**config.mk**
```make
export PLATFORM = sky130hd
export DESIGN_NAME = prio_irq_ctrl
export DESIGN_NICKNAME = d
export VERILOG_FILES = /design/src/rtl/prio_irq_pkg.sv /design/src/rtl/prio_irq_ctrl_seq.sv /design/src/rtl/prio_irq_ctrl_path.sv /design/src/rtl/prio_irq_ctrl.sv
export SDC_FILE = /design/constraint.sdc
export NUM_CORES = 1
export LEC_CHECK = 0
export CAP_MARGIN = 10
export CORE_ASPECT_RATIO = 0.7
export CORE_MARGIN = 3
export CORE_UTILIZATION = 45
export CTS_CLUSTER_SIZE = 8
export DETAILED_ROUTE_END_ITERATION = 6
export GPL_ROUTABILITY_DRIVEN = 0
export PLACE_DENSITY_LB_ADDON = 0.08
export SKIP_CTS_REPAIR_TIMING = 1
export SYNTH_ARGS = -nofsm -noshare
export SYNTH_HDL_FRONTEND = slang
export SYNTH_SLANG_ARGS = --single-unit
```
**constraint.sdc**
```tcl
create_clock -name clk -period 2.5 [get_ports clk]
set_input_delay 0.5 -clock clk [delete_from_list [all_inputs] [get_ports clk]]
set_output_delay 0.5 -clock clk [all_outputs]
set_load 0.01 [all_outputs]
```
**src/rtl/prio_irq_pkg.sv**
```systemverilog
package prio_irq_pkg;

  // Register port addresses
  localparam logic [1:0] ADDR_ENABLE = 2'd0;
  localparam logic [1:0] ADDR_BASE   = 2'd1;
  localparam logic [1:0] ADDR_EOS    = 2'd2;

  // Strobes from control to datapath
  typedef struct packed {
    logic wrEnable;
    logic wrBase;
    logic endSvc;
    logic grant;
  } ctrlStrobes_t;

endpackage

```
**src/rtl/prio_irq_ctrl_seq.sv**
```systemverilog
module prio_irq_ctrl_seq
  import prio_irq_pkg::*;
#(
  parameter int ADDR_W = 2
) (
  input  logic              regWr,
  input  logic [ADDR_W-1:0] regAddr,
  input  logic              ackIn,
  input  logic              intOut,
  output ctrlStrobes_t      strb
);

  always_comb begin
    strb          = '0;
    strb.wrEnable = regWr && (regAddr == ADDR_W'(ADDR_ENABLE));
    strb.wrBase   = regWr && (regAddr == ADDR_W'(ADDR_BASE));
    strb.endSvc   = regWr && (regAddr == ADDR_W'(ADDR_EOS));
    // acknowledge honoured only while a request is being signalled
    strb.grant    = ackIn && intOut;
  end

endmodule

```
**src/rtl/prio_irq_ctrl_path.sv**
```systemverilog
module prio_irq_ctrl_path
  import prio_irq_pkg::*;
#(
  parameter int NUM_LINES = 8,
  parameter int VEC_W     = 8,
  parameter int DATA_W    = 8
) (
  input  logic                 clk,
  input  logic                 rstN,
  input  logic [NUM_LINES-1:0] irqIn,
  input  logic [DATA_W-1:0]    wrData,
  input  ctrlStrobes_t         strb,
  output logic                 intOut,
  output logic [VEC_W-1:0]     vecOut,
  output logic                 vecValid,
  output logic [NUM_LINES-1:0] pendQ,
  output logic [NUM_LINES-1:0] enQ,
  output logic [NUM_LINES-1:0] isrQ
);

  localparam int IDX_W  = $clog2(NUM_LINES);
  localparam int BASE_W = VEC_W - IDX_W;

  logic [BASE_W-1:0]    baseQ;
  logic [NUM_LINES-1:0] eligible;
  logic [IDX_W-1:0]     reqIdx, isrIdx;
  logic                 reqAny, isrAny;
  logic [NUM_LINES-1:0] grantHot, endHot;

  assign eligible = pendQ & enQ;

  // Fixed-priority encoders: lowest index wins
  always_comb begin
    reqIdx = '0;
    reqAny = 1'b0;
    for (int i = NUM_LINES - 1; i >= 0; i--) begin
      if (eligible[i]) begin
        reqAny = 1'b1;
        reqIdx = IDX_W'(i);
      end
    end
  end

  always_comb begin
    isrIdx = '0;
    isrAny = 1'b0;
    for (int i = NUM_LINES - 1; i >= 0; i--) begin
      if (isrQ[i]) begin
        isrAny = 1'b1;
        isrIdx = IDX_W'(i);
      end
    end
  end

  assign intOut = reqAny && (!isrAny || (reqIdx < isrIdx));

  // Per-line one-hot update terms
  for (genvar g = 0; g < NUM_LINES; g++) begin : gLine
    assign grantHot[g] = strb.grant  && (reqIdx == IDX_W'(g));
    assign endHot[g]   = strb.endSvc && isrAny && (isrIdx == IDX_W'(g));
  end

  always_ff @(posedge clk or negedge rstN) begin
    if (!rstN) begin
      pendQ    <= '0;
      isrQ     <= '0;
      enQ      <= '0;
      baseQ    <= '0;
      vecOut   <= '0;
      vecValid <= 1'b0;
    end else begin
      pendQ    <= (pendQ | irqIn) & ~grantHot;
      isrQ     <= (isrQ & ~endHot) | grantHot;
      vecValid <= strb.grant;
      if (strb.wrEnable) enQ   <= wrData[NUM_LINES-1:0];
      if (strb.wrBase)   baseQ <= wrData[BASE_W-1:0];
      if (strb.grant)    vecOut <= {baseQ, reqIdx};
    end
  end

endmodule

```
**src/rtl/prio_irq_ctrl.sv**
```systemverilog
module prio_irq_ctrl
  import prio_irq_pkg::*;
#(
  parameter int NUM_LINES = 8,
  parameter int VEC_W     = 8,
  parameter int DATA_W    = 8,
  parameter int ADDR_W    = 2
) (
  input  logic                 clk,
  input  logic                 rstN,
  input  logic [NUM_LINES-1:0] irqIn,
  input  logic                 regWr,
  input  logic [ADDR_W-1:0]    regAddr,
  input  logic [DATA_W-1:0]    regWrData,
  input  logic                 ackIn,
  output logic                 intOut,
  output logic [VEC_W-1:0]     vecOut,
  output logic                 vecValid
);

  ctrlStrobes_t         strb;
  logic [NUM_LINES-1:0] pendQ, enQ, isrQ;

  prio_irq_ctrl_seq #(.ADDR_W(ADDR_W)) uSeq (
    .regWr  (regWr),
    .regAddr(regAddr),
    .ackIn  (ackIn),
    .intOut (intOut),
    .strb   (strb)
  );

  prio_irq_ctrl_path #(
    .NUM_LINES(NUM_LINES),
    .VEC_W    (VEC_W),
    .DATA_W   (DATA_W)
  ) uPath (
    .clk     (clk),
    .rstN    (rstN),
    .irqIn   (irqIn),
    .wrData  (regWrData),
    .strb    (strb),
    .intOut  (intOut),
    .vecOut  (vecOut),
    .vecValid(vecValid),
    .pendQ   (pendQ),
    .enQ     (enQ),
    .isrQ    (isrQ)
  );

endmodule

```
==> impl_metrics.csv <==
group,metric,value,unit
floorplan,start_util,0.481,
floorplan,dieArea,4650,µm²
place,dp.cells,272,
logic_synthesis,yosysTopAreaCellShare,0.548,
sta,fin_skew,0.0117,ns
power,leakagePower,1.15,nW
layout,drive_gt1_frac,0.386,
detailed_routing,vias,1552,
floorplan,pin_count,32,
clock_network,cts_root_buffer,"clkbuf_8",
logic_synthesis,synth_common_cells,"38 x dfrtp_1, 19 x mux2_2, 16 x nand2_1",
grt,grtUsageTotal,0.203,
grt,grt_max_degree,39,
logic_synthesis,synthFlopType,"dfrtp_1",
worst_setup_path,critPathRequiredTime,2.00,ns
detailed_routing,ant_nets,0,
sta,timing.slew.headroom,0.448,
job,maxCapViolCount,0,
sta,setup_viol,6,
sta,finalSetupTns,-0.385,ns
logic_synthesis,synth_most_common_cell,"dfrtp_1",
floorplan,core,3600,µm²
sta,maxSlewViolCount,0,
floorplan,die_y,57.9,µm
layout,diodes,0,
floorplan,die_w,80.2,µm
detailed_routing,drt_iter0_markers,133,
grt,antenna_found_initial,0,
sta,fin_crit,2.83,ns
clock_network,cts_tree,"yes",
worst_setup_path,end_kind,"primary output",
sta,post-route-period-util,1.13,
worst_setup_path,slowest_stage,"dfrtp_1",
detailed_routing,drt-total-wl,4.61,mm
logic_synthesis,ys_types,33,
logic_synthesis,ys_ff_latch,38,
logic_synthesis,postSynthCellCount,153,
power,powerDensity,1230,nW/µm²
detailed_routing,route.detailed.drc,0,
power,peakVddDrop,0.000565,V
detailed_routing,dr.pass1.iters,4,
worst_setup_path,worst_setup_path_start_kind,"flop",
logic_synthesis,avgSynthCellArea,11.3,µm²
clock_network,clock_latency,0.30,ns
detailed_routing,vias_per_cell,5.43,
place,place_hpwl,3.20,mm
worst_setup_path,setup.worst_path.class,"reg -> out",
worst_setup_path,crit_chain,"a22oi_2, nand2b_4, a21oi_2, ha_1, o21ai_1, nand2b_1, nand2_1, o21bai_4, o21a_1, buf_2",
logic_synthesis,syn-num-nets,177,
clock_network,path_clk_slew,0.08,ns
sta,grt_setup_unrepaired,"yes",
layout,synthToLayoutAreaGrowth,53.4,%
logic_synthesis,synth_warnings,0,
clock_network,cts_made_buffers,5,
outcome,violations,"negative setup slack",
grt,grt_first_pass_wirelength,7.07,mm
sta,hold_violations,0,
layout,nets,259,
clock_network,cts_htree_levels,2,
detailed_routing,wl_per_cell,16.1,µm
logic_synthesis,synth_area,1730,µm²
clock_network,cts_num_sinks,38,
grt,grt_overflow,0,
worst_setup_path,worstPathArrival,2.33,ns
sta,worstMarginPinSlew,0.828,ns
clock_network,clk_path_buf_depth,2,
worst_setup_path,slowest_delay,0.39,ns
sta,timing.fmax,0.353,GHz
logic_synthesis,ys_seq_area_frac,0.548,
logic_synthesis,synth.largest_area_cell,"dfrtp_1",
outcome,status,"complete, but fails checks",
worst_hold_path,min_path_type,"in -> async",
logic_synthesis,yosys-top-cells-area,"dfrtp_1 55%, mux2_2 12%, o21ai_0 3.8%",
sta,fin_ws,-0.330,ns
grt,grt_pass1_vias,1529,
worst_setup_path,crit_fanout,4,
logic_synthesis,synth_edf_count,0,
floorplan,rows,18,
logic_synthesis,synthArstFlopShare,1.00,
place,numPortBuffers,31,
layout,stdcell_count,286,
flip-flops by register name, summed over array words and instances (netlist names):
signal and flops:
uPath.baseQ 5, uPath.enQ 8, uPath.isrQ 8, uPath.pendQ 8, uPath.vecOut 8, uPath.vecValid 1
worst max-delay path, delay by kind of cell (launching register included):
family | cells | cell delay (ns)
DFF | 1 | 0.39
AOI/OAI and AO/OA | 5 | 0.82
buffers and inverters | 1 | 0.14
adders and majority gates | 1 | 0.28
and+or+nand+nor | 3 | 0.41
cell usage in the layout, fill, tap and decap left out, types with 2 or more instances in the layout:
master            n
a21oi_1           4
a21oi_2           3
a22oi_2           4
a31oi_1           3
buf_2             2
buf_4            43
buf_6             2
clkbuf_1          2
clkbuf_8          5
clkdlybuf4s50_1  26
dfrtp_1          38
dlymetal6s2s_1    3
inv_1             2
mux2_2           19
nand2_1          16
nand2b_1          4
nand3_1           2
nor2_1            9
o21a_1            2
o21ai_0          12
o22a_1            7
or3_4             2
report_power, final:
part,internal [W],switching (W),leakage [nW]
registers,0.000818,0.000115,0.435
clock network,0.000298,0.000210,0.0524
logic,0.00102,0.000827,0.667
metrics by stage:
stage / hold WS (ns) / power (W) / setup slack, ns / area, µm² / utilization
2_1_floorplan: 0.204 / 0.00166 / 0.0819 / 1730 / -
3_3_place_gp: 0.482 / 0.00239 / -0.389 / 2410 / 0.668
3_5_place_dp: 0.489 / 0.00246 / -0.470 / 2410 / 0.668
4_1_cts: 0.332 / 0.00297 / -0.858 / 2510 / 0.697
5_1_grt: 0.371 / 0.00347 / -0.418 / 2660 / 0.738
6_report: 0.295 / 0.00328 / -0.330 / 2660 / 0.738
final timing paths:
check | startpoint | endpoint | slack [ns] | cells after the start
worst min-delay path | rstN | uPath.vecOut[4] | 0.30 | 1
worst max register to register | uPath.pendQ[6] | uPath.vecOut[3] | -0.02 | 11
min in group clk | uPath.baseQ[2] | uPath.vecOut[5] | 0.50 | 1
worst min register to register | uPath.baseQ[2] | uPath.vecOut[5] | 0.50 | 1
max in group asynchronous | rstN | uPath.pendQ[6] | 1.68 | 1
worst max-delay path | uPath.pendQ[6] | intOut | -0.33 | 10
area by class of cell:
cell class	instances	area [µm²]
flip-flops and latches	38	951
fillers	254	943
multi-input cells	111	860
repair buffers	77	673
clock buffers	7	76.3
well taps	50	62.6
clock inverters	1	30.0
inverters	2	7.51
cell families after synthesis:
group,after synthesis,synth area share
AO/OA/AOI/OAI,45,0.170
adder cells (fa/ha/maj),2,0.0144
buffers and inverters,4,0.00938
flip-flops,38,0.548
multiplexers,19,0.123
AND/OR/NAND/NOR,45,0.135
per-layer routing:
layer  part of all wire  up-vias  GRT usage
met1               0.45      757      0.285
li1                   -      732          -
met3              0.071        6     0.0512
met4              0.011        0     0.0795
met5                  0        -          0
met2               0.47       57      0.304
Note: power is estimated with default switching activity, not from simulation.
